==> config.mk <==
export PLATFORM = sky130hd
export DESIGN_NAME = lru_matrix_tracker
export DESIGN_NICKNAME = d
export VERILOG_FILES = /design/src/rtl/lru_pkg.sv /design/src/rtl/lru_ctrl.sv /design/src/rtl/lru_victim_sel.sv /design/src/rtl/lru_datapath.sv /design/src/rtl/lru_matrix_tracker.sv
export SDC_FILE = /design/constraint.sdc
export NUM_CORES = 1
export LEC_CHECK = 0
export ABC_CLOCK_PERIOD_IN_PS = 8340
export BUFFER_PORTS_ARGS = -buffer_cell sky130_fd_sc_hd__buf_2
export CAP_MARGIN = 20
export CORE_MARGIN = 10
export CORE_UTILIZATION = 59
export CTS_CLUSTER_SIZE = 12
export DETAILED_ROUTE_END_ITERATION = 8
export HOLD_SLACK_MARGIN = 0.05
export PLACE_DENSITY_LB_ADDON = 0.05
export SKIP_LAST_GASP = 1
export SYNTH_ARGS = -nofsm -noshare
export SYNTH_HDL_FRONTEND = slang
export SYNTH_SLANG_ARGS = --single-unit
export TNS_END_PERCENT = 5
==> constraint.sdc <==
create_clock -name clk -period 8.34 [get_ports clk]
set_clock_uncertainty 0.05 [all_clocks]
set_input_delay 0.417 -clock clk [delete_from_list [all_inputs] [get_ports clk]]
set_output_delay 0.417 -clock clk [all_outputs]
set_load 0.03 [all_outputs]
==> src/rtl/lru_pkg.sv <==
`timescale 1ns/1ps
package lru_pkg;
  typedef struct packed {
    logic clearAll;
    logic touch;
  } lruStrobes_t;
endpackage

==> src/rtl/lru_ctrl.sv <==
`timescale 1ns/1ps
module lru_ctrl
  import lru_pkg::*;
#(
  parameter int N = 4,
  localparam int IDX_W = $clog2(N)
) (
  input  logic             clk,
  input  logic             rst,
  input  logic             refValid,
  input  logic [IDX_W-1:0] refFrame,
  output lruStrobes_t      ctl,
  output logic             victimValid
);
  logic frameInRange;
  logic validQ;

  assign frameInRange = (int'(refFrame) < N);

  always_comb begin
    ctl.clearAll = rst;
    ctl.touch    = refValid && !rst && frameInRange;
  end

  always_ff @(posedge clk) begin
    if (rst) validQ <= 1'b1;
  end

  assign victimValid = validQ;

  AST_VALID_HIGH: assert property (@(posedge clk) disable iff (rst) 1'b1 |=> victimValid);
endmodule

==> src/rtl/lru_victim_sel.sv <==
`timescale 1ns/1ps
module lru_victim_sel #(
  parameter int N = 4,
  localparam int IDX_W = $clog2(N)
) (
  input  logic [N-1:0][N-1:0] rows,
  output logic [IDX_W-1:0]    victim
);
  logic [N-1:0] bestVal;

  always_comb begin
    victim  = '0;
    bestVal = rows[0];
    for (int i = 1; i < N; i++) begin
      if (rows[i] < bestVal) begin
        bestVal = rows[i];
        victim  = IDX_W'(i);
      end
    end
  end
endmodule

==> src/rtl/lru_datapath.sv <==
`timescale 1ns/1ps
module lru_datapath
  import lru_pkg::*;
#(
  parameter int N = 4,
  localparam int IDX_W = $clog2(N)
) (
  input  logic             clk,
  input  lruStrobes_t      ctl,
  input  logic [IDX_W-1:0] refFrame,
  input  logic [IDX_W-1:0] dbgSel,
  output logic [N-1:0]     dbgRow,
  output logic [IDX_W-1:0] victimFrame
);
  logic [N-1:0][N-1:0] rowsQ;
  logic [N-1:0]        colMask;

  always_comb begin
    colMask = '0;
    for (int j = 0; j < N; j++) begin
      colMask[N-1-j] = (refFrame == IDX_W'(j));
    end
  end

  for (genvar i = 0; i < N; i++) begin : g_row
    always_ff @(posedge clk) begin
      if (ctl.clearAll) begin
        rowsQ[i] <= '0;
      end else if (ctl.touch) begin
        if (refFrame == IDX_W'(i)) rowsQ[i] <= ~colMask;
        else                       rowsQ[i] <= rowsQ[i] & ~colMask;
      end
    end
  end

  assign dbgRow = (int'(dbgSel) < N) ? rowsQ[dbgSel] : '0;

  lru_victim_sel #(.N(N)) u_sel (
    .rows   (rowsQ),
    .victim (victimFrame)
  );

  AST_RESET_EMPTY: assert property (@(posedge clk) ctl.clearAll |=> (rowsQ == '0));
  AST_TOUCH_NOT_VICTIM: assert property (@(posedge clk) disable iff (ctl.clearAll)
    ctl.touch |=> (victimFrame != $past(refFrame)));
  AST_IDLE_STABLE: assert property (@(posedge clk) disable iff (ctl.clearAll)
    !ctl.touch |=> $stable(rowsQ));
  AST_TOUCH_ROW_FULL: assert property (@(posedge clk) disable iff (ctl.clearAll)
    ctl.touch |=> ($countones(rowsQ[$past(refFrame)]) == N-1));
endmodule

==> src/rtl/lru_matrix_tracker.sv <==
`timescale 1ns/1ps
module lru_matrix_tracker
  import lru_pkg::*;
#(
  parameter int N = 4,
  localparam int IDX_W = $clog2(N)
) (
  input  logic             clk,
  input  logic             rst,
  input  logic             refValid,
  input  logic [IDX_W-1:0] refFrame,
  input  logic [IDX_W-1:0] dbgSel,
  output logic [N-1:0]     dbgRow,
  output logic [IDX_W-1:0] victimFrame,
  output logic             victimValid
);
  lruStrobes_t ctl;

  lru_ctrl #(.N(N)) u_ctrl (
    .clk         (clk),
    .rst         (rst),
    .refValid    (refValid),
    .refFrame    (refFrame),
    .ctl         (ctl),
    .victimValid (victimValid)
  );

  lru_datapath #(.N(N)) u_dp (
    .clk         (clk),
    .ctl         (ctl),
    .refFrame    (refFrame),
    .dbgSel      (dbgSel),
    .dbgRow      (dbgRow),
    .victimFrame (victimFrame)
  );
endmodule

# Yosys cells after proc, flatten, opt, wreduce, memory -nomap -nowiden

Index checks and enable logic that the tools add are counted.

Flip-flop bits (word level): 16
Output and inout bits: 7

Magnitude comparators: 4
Equality and inequality tests: 3
Mux-type cells: 11
Bitwise gates (word level): 5
Reductions and logical operators: 3

Operators with widths:

| operator             | number |
|---|---|
| $mux W4              | 7 |
| $and A4 B4 Y4        | 4 |
| $lt A4 B4 Y1         | 3 |
| $bmux W4 S2          | 1 |
| $eq A2 B2 Y1 const B | 2 |
| $mux W2              | 2 |
| $not A4 Y4           | 1 |
| $lt A2 B3 Y1 const B | 1 |
| $eq A2 B1 Y1 const B | 1 |
| $logic_not A2 Y1     | 1 |
| $logic_and A1 B1 Y1  | 1 |
| $logic_not A1 Y1     | 1 |
| $mux W1              | 1 |

# Longest topological paths before layout

Depth after elaboration: 6
Mapped depth: 17
Depth with buffers taken out: 17

# Modules after synthesis

Synthesis repeated with hierarchy kept, for this count alone.

Cell total of the unflattened synthesis: 123
Area, all modules: 1,079.8 um^2

Modules (own cells, without submodules):

| module         | times used | cells each | area an instance (um^2) |
|---|---|---|---|
| lru_datapath   | 1          | 68         | 654.4 |
| lru_victim_sel | 1          | 51         | 392.9 |
| lru_ctrl       | 1          | 4          | 32.5 |

# Least setup slack after synthesis

No wires, ideal clock.

Path kind: reg2out
From: register with a tool-made name
To: output port victimFrame[0]
Arrival time: 3.899 ns
Required time: 7.873 ns
Setup slack: 3.974 ns
Stages on the path, launching flop included: 15
Buffers on the path: 0
Path through: dfxtp_1 -> inv_1 -> ha_1 -> a21o_1 -> a21oi_1 -> and2b_2 -> mux2i_1 -> ha_1 -> a21oi_1 -> o21ai_0 -> o22ai_2 -> mux2_2 -> ha_1 -> or4_1 -> o21ai_0

RTL lines:

| item      | RTL line                 | source |
|---|---|---|
| to (decl) | lru_matrix_tracker.sv:14 | `output logic [IDX_W-1:0] victimFrame,` |

==> summary.txt <==
Pwr
  • Sw Pwr: about 60 uW
  • Maximum VDD drop: 0.138 mV
  • Switching share of total power: 31.6%
  • Part of the power in combinational logic: a little under a third
  • Cell internal pwr: 130 uW
  • Clk pwr share: 25.4%
  • Seq pwr share: a little over two fifths
  • Leak: ~0.50 nW
  • PnR Total Power: 191 uW
  • Power per Cell Area: approximately 170 mW/mm^2

Hold path
  • Worst min path class: input pin to flip-flop
  • Hold EP: u_dp.rowsQ[5]$_SDFFE_PP0P_
  • Hold Path Origin: refFrame[0]
  • Hold Crit Depth: 3

STA
  • Fmax: 213 MHz
  • Setup ws final: approximately 3.6 ns
  • Minimum hold slack: 0.412 ns
  • RSZ-0062 raised after global routing: false
  • Post-route setup TNS: 0 ns
  • Max-slew violation count: 0
  • Final period util: 56.4%
  • Period minus WS final: 4.70 ns
  • Final-report hold violation count: 0
  • # setup viols final: 0

CTS
  • CTS tree: yes
  • Setup Buffers After CTS: 0
  • H-tree level count: 1
  • Post-cts resize count: 0
  • Clock root buffer: clkbuf_4
  • Worst-Skew Late Latency: around 0.27 ns
  • Num CTS Buffers: 3
  • Clock Sink Count: 16
  • Clock Tree Buf Depth: 2
  • Clock transition at path regs: 0.08 ns
  • Hold_buf cts: 0

Global routing
  • Global-route met1 utilization: between 10% and 20%
  • Vias in the first global route: roughly 860
  • Met2 Use GR: 22.3%
  • Global-route wire length before repair: ~3.7 mm
  • Gr usage total: between 10% and 20%
  • Global route total overflow: 0
  • Initial antenna violation count: 0
  • Global route hottest layer: met2
  • Met3 usage: a little under 3%
  • Pin count of the biggest net entering global routing: 17

Job
  • Max-Cap Viols: 0

Cells and area
  • Final Core Density: 71.8%
  • Share of post-route cells with drive strength above 1: between 20% and 30%
  • Post-Layout Inst Area: 0.00112 sq mm
  • Antenna diodes: 0
  • Final non-filler cell total: 145
  • Synthesis-to-finish area growth: 10.4%
  • Nets: 148

Placed design
  • DP Cell Count: ~140
  • Gpl congestion: 0.815
  • Placed Area: 0.00108 sq mm
  • Post-DP HPWL: 1.86 mm
  • IO Port Bufs: 12
  • Place WS: 4.00 ns

Setup path
  • WP data arrival: about 4.2 ns
  • CP max-delay cell: or4_1
  • Register-to-Register Path Depth: 4
  • R2r setup slk: 7.48 ns
  • Startpoint types: flip-flop
  • R2r startpoint: u_dp.rowsQ[10]$_SDFFE_PP0P_
  • Max Fanout on Critical Path: 4
  • WP data required: 7.87 ns
  • CP cell instances: inv_1, ha_1, a21o_1, a21oi_1, and2b_2, mux2i_1, ha_1, a21oi_1, o21ai_0, o22ai_2, mux2_2, ha_1, or4_1, a21oi_1, or3_1, buf_2
  • Slowest stage delay, CP: 0.54 ns
  • Critical setup path kind: flip-flop to output port
  • Critical Path End Type: output port
  • Reg2reg end: u_dp.rowsQ[10]$_SDFFE_PP0P_

Route
  • Detailed-route DRC error count: 0
  • Routed Antenna Nets: 0
  • Vias: ~870
  • Routed length per placed instance: 15.3 um
  • Initial DRT Pass Iterations: 4
  • Drt initial violations: 16
  • Final WL: 2.23 mm
  • Drt via density: 5.99

Synthesis
  • Count leader, synth: a21oi_1
  • Number of synthesized flops with an enable pin: 0
  • Asr flop ratio synth: 0%
  • Seq/Total Area, Yosys: a little under a third
  • Post-synthesis register bit count: 16
  • Synth area leader: dfxtp_1
  • Post-synth top cells: a21oi_1, dfxtp_1, nor2_1, ha_1, inv_1
  • Synth unique cells: 30
  • Share of the synthesized area in the top cell type: a little under a third
  • Syn nets: 133
  • Syn avg cell area: slightly below 9 sq um
  • Yosys warnings: 0
  • Area of the mapped netlist: 0.00101 sq mm
  • Gate Count Post-Synth: between 100 and 150
  • Synth Flop Type: dfxtp_1
  • Largest cells by area after synthesis: dfxtp_1, ha_1, mux4_2, a21oi_1, nor2_1

Floorplan
  • Core Region: 0.00156 sq mm
  • Starting Density: 65.1%
  • Top-Level Pins: 14
  • Cell Rows: 14
  • Area of the die: between 0.003 and 0.004 sq mm
  • Die Y: 61.5 um
  • Die Wd: 61.5 um

Run status
  • Status: complete, no violations
[per-layer routing]
layer | routed length, um | vias up
li1 | - | 437
met5 | 0 | -
met3 | 147 | 2
met2 | 1080 | 27
met1 | 989 | 403
met4 | 7 | 0
[cells by family (layout without fill, tap and decap cells)]
family | Yosys count | after routing | share of synthesized area [%]
and+or+nand+nor | 34 | 34 | 16.5
AOI/OAI and AO/OA | 32 | 32 | 19.1
DFF | 16 | 16 | 31.6
muxes | 9 | 9 | 14.1
adders and majority gates | 11 | 11 | 13.6
other | 1 | 1 | 0.370
buffers and inverters | 12 | 26 | 4.81
[worst max-delay path by stage]
| stage | from | to | slack (ns) | cells past startpoint |
|---|---|---|---|---|
| after floorplan | flip-flop | victimFrame[0] | 3.97 | 14 |
| after global placement | flip-flop | victimFrame[1] | 4.07 | 16 |
| after detailed placement | flip-flop | victimFrame[1] | 4.00 | 16 |
| after CTS | flip-flop | victimFrame[1] | 3.67 | 16 |
| after global routing | flip-flop | victimFrame[1] | 3.35 | 16 |
| final | flip-flop | victimFrame[1] | 3.64 | 16 |
[cell type report]
class	instances	area (sq um)
clock buffer	4	36.3
fill	134	439
inverter	10	37.5
multi-input combinational	87	646
sequential	16	320
tap	16	20.0
timing repair buffer	12	60.1
[cells in the final DEF (no fill, tap or decap)]
cell type,n
nand3_1,1
mux4_2,4
nor2_1,13
dfxtp_1,16
ha_1,11
nand2_1,7
a22oi_1,1
clkbuf_4,3
and3b_1,1
buf_2,12
or3_1,1
mux2i_1,3
mux2_2,2
a21oi_1,17
a211o_1,1
conb_1,1
or4_1,1
nor3b_1,2
nand2b_1,3
clkbuf_8,1
or2_2,1
nor2b_1,1
o211ai_2,1
a211oi_1,2
a21o_1,1
o22ai_2,1
o21ai_0,7
o21ba_2,1
inv_1,10
nor3_1,2
and2b_2,1
[critical path, delay by kind of cell, from the launching register on]
family                   cells  cell delay (ns)
AO/OA/AOI/OAI                6             1.10
multiplexers                 2             0.62
flip-flops                   1             0.35
adder cells (fa/ha/maj)      3             0.79
AND/OR/NAND/NOR              3             0.85
buffers and inverters        2             0.26
[power by group through the flow]
stage	clock network, mW	logic, mW	registers, mW
2_1_floorplan	0	0.0449	0.0837
3_3_place_gp	0	0.0568	0.0851
3_5_place_dp	0	0.0582	0.0853
4_1_cts	0.0504	0.0586	0.0835
5_1_grt	0.0539	0.0642	0.0842
6_report	0.0485	0.0587	0.0835
No activity file was read; power rests on OpenSTA's default activity.
